<file path="src/rtl/wdt_pkg.sv">
package wdt_pkg;
  localparam int AW = 8;
  localparam int DW = 32;

  localparam logic [AW-1:0] A_CTRL      = 8'h00;
  localparam logic [AW-1:0] A_ARM       = 8'h10;
  localparam logic [AW-1:0] A_RELEASE   = 8'h20;
  localparam logic [AW-1:0] A_STAT      = 8'h30;
  localparam logic [AW-1:0] A_COUNT     = 8'h40;
  localparam logic [AW-1:0] A_LIMIT     = 8'h60;
  localparam logic [AW-1:0] A_WINDOW    = 8'h70;
  localparam logic [AW-1:0] A_CAUSE     = 8'h80;
  localparam logic [AW-1:0] A_CAUSE_CLR = 8'h84;

  localparam logic [DW-1:0] KEY_ARM     = 32'h0000_4000;
  localparam logic [DW-1:0] KEY_RELEASE = 32'h0000_0008;

  localparam int EN_BIT    = 15;
  localparam int CAUSE_BIT = 5;

  // status image, msb to lsb: bad arm, bad release, event, 4 spare, window
  typedef struct packed {
    logic       bad_arm;
    logic       bad_rel;
    logic       evt;
    logic [3:0] spare;
    logic       win;
  } stat_t;
endpackage

</file>
<file path="src/rtl/wdt_counter.sv">
module wdt_counter #(
  parameter int unsigned TIMEOUT_CNT = 1000,
  parameter int unsigned WIN_INTV    = 200,
  parameter int unsigned CW          = 10
) (
  input  logic          clk,
  input  logic          rst_n,
  input  logic          on,
  input  logic          service,
  output logic [CW-1:0] cnt,
  output logic          win_open,
  output logic          expire
);
  localparam logic [CW-1:0] LIMIT = CW'(TIMEOUT_CNT);
  localparam logic [CW-1:0] OPENS = CW'(TIMEOUT_CNT - WIN_INTV);

  assign expire   = on && (cnt == LIMIT);
  assign win_open = on && (cnt >= OPENS) && (cnt < LIMIT);

  always_ff @(posedge clk) begin
    if (!rst_n)                        cnt <= '0;
    else if (!on || service || expire) cnt <= '0;
    else                               cnt <= cnt + 1'b1;
  end
endmodule

</file>
<file path="src/rtl/wdt_keys.sv">
module wdt_keys
  import wdt_pkg::*;
(
  input  logic          clk,
  input  logic          rst_n,
  input  logic          on,
  input  logic          arm_wr,
  input  logic          rel_wr,
  input  logic [DW-1:0] wdata,
  input  logic          win_open,
  input  logic          expire,
  output logic          service,
  output logic          evt,
  output logic          bad_arm,
  output logic          bad_rel,
  output logic          rst_req
);
  logic armed;
  logic good_arm, arm_err, rel_err;

  assign good_arm = arm_wr && (wdata == KEY_ARM);
  assign arm_err  = arm_wr && !good_arm;
  assign service  = rel_wr && armed && (wdata == KEY_RELEASE) && win_open;
  assign rel_err  = rel_wr && !service;

  always_ff @(posedge clk) begin
    if (!rst_n) begin
      armed   <= 1'b0;
      evt     <= 1'b0;
      bad_arm <= 1'b0;
      bad_rel <= 1'b0;
      rst_req <= 1'b0;
    end else begin
      if (!on || arm_err || rel_wr) armed <= 1'b0;
      else if (good_arm)            armed <= 1'b1;
      bad_arm <= bad_arm | arm_err;
      bad_rel <= bad_rel | rel_err;
      evt     <= evt | arm_err | rel_err | expire;
      rst_req <= arm_err | rel_err | expire;
    end
  end
endmodule

</file>
<file path="src/rtl/wdt_regs.sv">
module wdt_regs
  import wdt_pkg::*;
#(
  parameter int unsigned TIMEOUT_CNT = 1000,
  parameter int unsigned WIN_INTV    = 200,
  parameter int unsigned CW          = 10
) (
  input  logic          clk,
  input  logic          rst_n,
  input  logic          bus_en,
  input  logic          bus_we,
  input  logic [AW-1:0] bus_addr,
  input  logic [DW-1:0] bus_wdata,
  output logic [DW-1:0] bus_rdata,
  input  logic [CW-1:0] cnt,
  input  logic          win_open,
  input  logic          evt,
  input  logic          bad_arm,
  input  logic          bad_rel,
  input  logic          expire,
  output logic          on,
  output logic          arm_wr,
  output logic          rel_wr,
  output logic          cause
);
  logic          lock;
  logic          acc, wr;
  stat_t         stat;
  logic [DW-1:0] rmux;

  assign acc    = bus_en && !lock;
  assign wr     = acc && bus_we;
  assign arm_wr = wr && on && (bus_addr == A_ARM);
  assign rel_wr = wr && on && (bus_addr == A_RELEASE);

  always_comb begin
    stat         = '0;
    stat.win     = win_open;
    stat.evt     = evt;
    stat.bad_rel = bad_rel;
    stat.bad_arm = bad_arm;
  end

  always_comb begin
    rmux = '0;
    case (bus_addr)
      A_CTRL:   rmux[EN_BIT] = on;
      A_STAT:   rmux = DW'(stat);
      A_COUNT:  rmux = DW'(cnt);
      A_LIMIT:  rmux = DW'(TIMEOUT_CNT);
      A_WINDOW: rmux = DW'(WIN_INTV);
      A_CAUSE:  rmux[CAUSE_BIT] = cause;
      default:  rmux = '0;
    endcase
  end

  always_ff @(posedge clk) begin
    if (!rst_n) begin
      on        <= 1'b0;
      lock      <= 1'b0;
      cause     <= 1'b0;
      bus_rdata <= '0;
    end else begin
      if (wr && bus_addr == A_CTRL) on <= bus_wdata[EN_BIT];
      lock <= wr && (bus_addr == A_CTRL) && on && !bus_wdata[EN_BIT];
      if (expire) cause <= 1'b1;
      else if (wr && bus_addr == A_CAUSE_CLR && bus_wdata[CAUSE_BIT]) cause <= 1'b0;
      if (bus_en && !bus_we) bus_rdata <= lock ? '0 : rmux;
    end
  end
endmodule

</file>
<file path="src/rtl/svc_window_wdt.sv">
module svc_window_wdt
  import wdt_pkg::*;
#(
  parameter int unsigned TIMEOUT_CNT = 1000,
  parameter int unsigned WIN_INTV    = 200
) (
  input  logic          clk,
  input  logic          rst_n,
  input  logic          bus_en,
  input  logic          bus_we,
  input  logic [7:0]    bus_addr,
  input  logic [31:0]   bus_wdata,
  output logic [31:0]   bus_rdata,
  output logic          win_open,
  output logic          rst_req,
  output logic          rst_cause
);
  localparam int unsigned CW = $clog2(TIMEOUT_CNT + 1);

  logic [CW-1:0] cnt;
  logic on, arm_wr, rel_wr, service, expire, evt, bad_arm, bad_rel;

  wdt_regs #(.TIMEOUT_CNT(TIMEOUT_CNT), .WIN_INTV(WIN_INTV), .CW(CW)) u_regs (
    .clk(clk), .rst_n(rst_n), .bus_en(bus_en), .bus_we(bus_we),
    .bus_addr(bus_addr), .bus_wdata(bus_wdata), .bus_rdata(bus_rdata),
    .cnt(cnt), .win_open(win_open), .evt(evt), .bad_arm(bad_arm),
    .bad_rel(bad_rel), .expire(expire), .on(on), .arm_wr(arm_wr),
    .rel_wr(rel_wr), .cause(rst_cause)
  );

  wdt_counter #(.TIMEOUT_CNT(TIMEOUT_CNT), .WIN_INTV(WIN_INTV), .CW(CW)) u_cnt (
    .clk(clk), .rst_n(rst_n), .on(on), .service(service),
    .cnt(cnt), .win_open(win_open), .expire(expire)
  );

  wdt_keys u_keys (
    .clk(clk), .rst_n(rst_n), .on(on), .arm_wr(arm_wr), .rel_wr(rel_wr),
    .wdata(bus_wdata), .win_open(win_open), .expire(expire),
    .service(service), .evt(evt), .bad_arm(bad_arm), .bad_rel(bad_rel),
    .rst_req(rst_req)
  );
endmodule

</file>
<file path="config.mk">
export PLATFORM = sky130hd
export DESIGN_NAME = svc_window_wdt
export DESIGN_NICKNAME = d
export VERILOG_FILES = /design/src/rtl/wdt_pkg.sv /design/src/rtl/wdt_counter.sv /design/src/rtl/wdt_keys.sv /design/src/rtl/wdt_regs.sv /design/src/rtl/svc_window_wdt.sv
export SDC_FILE = /design/constraint.sdc
export NUM_CORES = 1
export LEC_CHECK = 0
export BUFFER_PORTS_ARGS = -buffer_cell sky130_fd_sc_hd__buf_2
export CAP_MARGIN = 20
export CORE_ASPECT_RATIO = 0.6
export CORE_MARGIN = 2
export CORE_UTILIZATION = 35
export DETAILED_ROUTE_END_ITERATION = 8
export GPL_TIMING_DRIVEN = 0
export PLACE_DENSITY = 0.74
export SLEW_MARGIN = 5
export SYNTH_ARGS = -nofsm -noshare
export SYNTH_HDL_FRONTEND = slang
export SYNTH_HIERARCHICAL = 1
export SYNTH_SLANG_ARGS = --single-unit
</file>
<file path="constraint.sdc">
create_clock -name clk -period 4.9 [get_ports clk]
set_input_delay 0.735 -clock clk [delete_from_list [all_inputs] [get_ports clk]]
set_output_delay 0.735 -clock clk [all_outputs]
set_load 0.01 [all_outputs]
</file>
# == Word level (Yosys, flattened, before mapping) ==
# Cells that the tools add are included.
# W data, S select, Z words.
# totals
reg_bits,50
inputBits,44
output_inout_bits,35
elab_cells,74
# classes
addsub,1
magnitude_cmp,2
n_eq_ne,11
n_mux,7
bitwise_logic,8
reduce_logical,35
# ops
operator,count
$eq A32 B15 Y1 const B,1
$eq A32 B4 Y1 const B,1
$eq A8 B7 Y1 const B,3
$logic_and A1 B1 Y1,20
$eq A8 B6 Y1 const B,2
$eq A8 B8 Y1 const B,2
$mux W16,1
$pmux W4 S4,1
$pmux W5 S3,1
$add A10 B1 Y10 const B,1
$eq A10 B10 Y1 const B,1
$ge A10 B10 Y1 const B,1
$lt A10 B10 Y1 const B,1
$eq A8 B5 Y1 const B,1
$logic_not A8 Y1,1
$or A1 B1 Y1,7
$logic_not A1 Y1,6
$reduce_or A2 Y1,3
$logic_or A1 B1 Y1,4
$pmux W1 S4,1
$mux W1,3
$reduce_bool A2 Y1,1
$not A1 Y1,1

# == Longest topological paths before layout ==
# logic_depth
depth_word,12
depth_mapped,9
mapped_depth_nobuf,8

# == Cells and area by module ==
# Netlist, hierarchy kept.
# by_module_without_submodules
mod,n_inst,cells_each,area_per_inst_um2,seq_area_each_um2
wdt_regs,1,108,959.7,280.3
wdt_counter,1,55,491.7,200.2
wdt_keys,1,32,261.5,100.1

# == Worst setup path before layout ==
# Ideal clock, no wire load.
# synth_path
kind,input to register
startpoint,input port bus_addr[3]
endpoint,register u_cnt.cnt[2]
setup_time_ns,0.129
arrival_ns,2.439
path_slack_ns,2.332
path_stages,7
path_buffers,0
cell_sequence,or4_4 > or2_1 > nor3b_1 > inv_1 > nor4_1 > nand3b_1 > nor3_1
# synth_between
elab_chain_cells,8
# synth_lines
item,line_no,source
start: declaration,svc_window_wdt.sv:11,"input logic [7:0] bus_addr,"
$eq A8 B6 Y1,wdt_regs.sv:34,assign rel_wr = wr && on && (bus_addr == A_RELEASE);
$logic_and A1 B1 Y1,wdt_regs.sv:34,
via rel_wr,svc_window_wdt.sv:21,"logic on, arm_wr, rel_wr, service, expire, evt, bad_arm, bad_rel;"
$logic_and A1 B1 Y1 (3 in series),wdt_keys.sv:23,assign service = rel_wr && armed && (wdata == KEY_RELEASE) && win_open;
via service,svc_window_wdt.sv:21,
$logic_or A1 B1 Y1 (2 in series),wdt_counter.sv:22,else if (!on || service || expire) cnt <= '0;
$reduce_or A2 Y1 (no source line),n/a,
end signal: assignment,wdt_counter.sv:23,else cnt <= cnt + 1'b1;
end: declaration,wdt_counter.sv:10,"output logic [CW-1:0] cnt,"
# The timed path passes the listed nets, and every way through them passes these cells.
# A chain may end at the register's enable or synchronous reset.

# == Worst setup path after layout ==
# layout_path
startpoint,input port bus_addr[2]
endpoint,register u_cnt.cnt[6]
# The elaborated chain is that of the path after synthesis.

==> flow_summary.yaml <==
run_status:
  outcome: "finished, final reports clean"
placement:
  routabilityCongestion: 0.8084
  place_ws_ps: 1915
  dp.cells: 334
  io_buffers: 56
  place_area_um2: 2147
  dpl.hpwl_mm: 3.438
worst_setup_path:
  crit_arrival_ps: 2820
  critPathKind: "input pin to register"
  critical_path_required_ps: 5040
  startpoint_type: "input pin"
  endpoint_kind: "register"
  path_max_fanout: 10
yosys:
  syn-cell-area_um2: 1713
  synth_area_per_cell_um2: 8.784
  yosysMostFrequentCell: "dfxtp_1"
  synth.distinct_cells: 55
  synthFlopType: "dfxtp_1"
  ys_warn_count: 6
  yosysSeqAreaShare_pct: 33.89
  ys_top_cells_by_area: "dfxtp_1 (34%), buf_4 (10%), nand2_1 (3.5%)"
  syn_inst: 195
  async_flop_share_pct: 0
  synth_top_area_share_pct: 33.89
  synth_edf_count: 0
  synth_top_cell_by_area: "dfxtp_1"
  synthTopCellsByCount: "dfxtp_1 (29), buf_4 (23), nand2_1 (16)"
  ys_ff_latch: 29
layout:
  fillers: 468
  drive_above_1_share_pct: 36.92
  areaGrowthSynthToFinish_pct: 31.26
  antenna_cells: 0
  finish.utilization_pct: 48.50
  nets: 324
  reg_top3: "u_regs/bus_rdata: 11 flops, u_cnt/cnt: 10 flops"
  final_cell_area_um2: 2248
  largest-register: "u_regs/bus_rdata"
  stdcell_count: 342
  largest_register_ffs: 11
clock_network:
  path_clk_slew_ps: 60
  cts_hold_buf: 0
  cts_sinks: 29
  cts_root_buf: "clkbuf_8"
  cts_tree: "yes"
  clockBufferDepth: 2
  numCtsBuffers: 5
  post-cts-setup-buffers: 0
  clock_latency_ps: 280
  htreeDepth: 2
  cts_resized: 0
floorplanning:
  dieHeight_um: 58.19
  row_count: 19
  start_util_pct: 36.95
  chipWidth_um: 94.32
  ios: 79
  coreArea_um2: 4636
  die_area_um2: 5488
detailed_routing:
  drt_wl_total_mm: 4.306
  post_drt_via_cell_ratio: 4.830
  drc: 0
  vias: 1652
  wire_per_inst_um: 12.59
  dr.first_iter.drc_count: 90
  antenna_left: 0
  drt_first_pass_iters: 4
sta:
  holdWs_ps: 456.2
  setup_tns_ps: 0
  min_period_ps: 2680
  rsz0062_at_grt: "no"
  setup_violations: 0
  worst_slack_ps: 2220
  hold_viol_final: 0
  finalMaxSlewViolations: 0
  fin_crit_sh_pct: 54.70
  max_clock_freq_mhz: 373.1
  finClkSkew_ps: 4.127
grt:
  grt_pass1_wl_mm: 7.003
  grt_use_total_pct: 16.64
  overflow: 0
  grt_pass1_vias: 1482
  antenna_found_initial: 0
  grt_max_degree: 13
power_and_ir_drop:
  power_uw: 513.4
  leakage_nw: 0.9382
  peakVddDrop_uv: 105.0
  p_per_area_nw_per_um2: 228.4
  p_clk_share_pct: 41.8
  p_sw_uw: 120.1
  comb_power_share_pct: 12.2
  swShare_pct: 23.40
  power_frac_seq_pct: 45.9
  intPower_uw: 393.3
flow_run:
  drv_cap: 0
hold_path:
  hp-class: "register to register"
## power groups by stage
| stage | clock network, mW | logic [mW] | registers [mW] |
|---|---|---|---|
| finish | 0.215 | 0.0629 | 0.236 |
| global route | 0.230 | 0.0692 | 0.236 |
| CTS | 0.218 | 0.0612 | 0.236 |
| detailed placement | 0 | 0.0610 | 0.241 |
| global placement | 0 | 0.0602 | 0.241 |
| floorplan | 0 | 0.0367 | 0.241 |
## final cells by class
cell class / instances / area [um^2] / share of cell area, %
multi-input cells: 151 / 985.9 / 43.85
flip-flops and latches: 29 / 580.6 / 25.82
well taps: 63 / 78.83 / 3.506
plain buffers: 27 / 191.4 / 8.514
inverters: 8 / 30.03 / 1.336
clock inverters: 1 / 5.005 / 0.2226
clock buffers: 7 / 96.34 / 4.285
repair buffers: 56 / 280.3 / 12.47
## kinds of logic after synthesis
family | after synthesis | synth area share (%)
simple gates | 84 | 31.26
compound gates | 41 | 18.70
buf+inv | 35 | 12.93
flops | 29 | 33.89
xor+xnor | 3 | 1.534
fa+ha+maj | 2 | 1.461
other cells | 1 | 0.2189
## critical path: stages
cell	delay [ps]
buf_2	120
or4_4	550
or2_1	290
nor3b_1	280
inv_1	90
nor4_1	270
nand3b_1	380
a211oi_1	100
## final timing paths
| check | from | endpoint | slack, ps | cells after the start |
|---|---|---|---|---|
| setup / recovery | bus_addr[2] | u_cnt/cnt[6]$_SDFF_PP0_ | 2220 | 8 |
| hold / removal | u_regs/bus_rdata[6]$_SDFFE_PN0P_ | u_regs/bus_rdata[6]$_SDFFE_PN0P_ | 460 | 2 |
| setup reg to reg | u_regs/on$_SDFFE_PN0P_ | u_cnt/cnt[6]$_SDFF_PP0_ | 2550 | 8 |
| hold reg to reg | u_regs/bus_rdata[6]$_SDFFE_PN0P_ | u_regs/bus_rdata[6]$_SDFFE_PN0P_ | 460 | 2 |
## metal layers
metal	track usage, %	share of wire [%]	wire length [um]
met5	0	0	0
met4	4.762	1.1	49
met3	5.332	6.4	275
met2	21.94	40	1743
met1	25.46	52	2237
## cell usage in the layout (no fill, tap or decap), types with 4 or more instances in the layout
cell type,instances
a22o_1,4
dfxtp_1,29
buf_2,59
nand4_1,6
o31ai_1,5
conb_1,21
nor3b_1,4
a211oi_1,5
nor2_1,10
inv_1,8
nor4_1,8
nand3_1,5
nand2_1,16
o21ai_0,5
buf_4,23
nor3_1,8
clkbuf_8,7
Note: power is estimated with default switching activity, not from simulation.
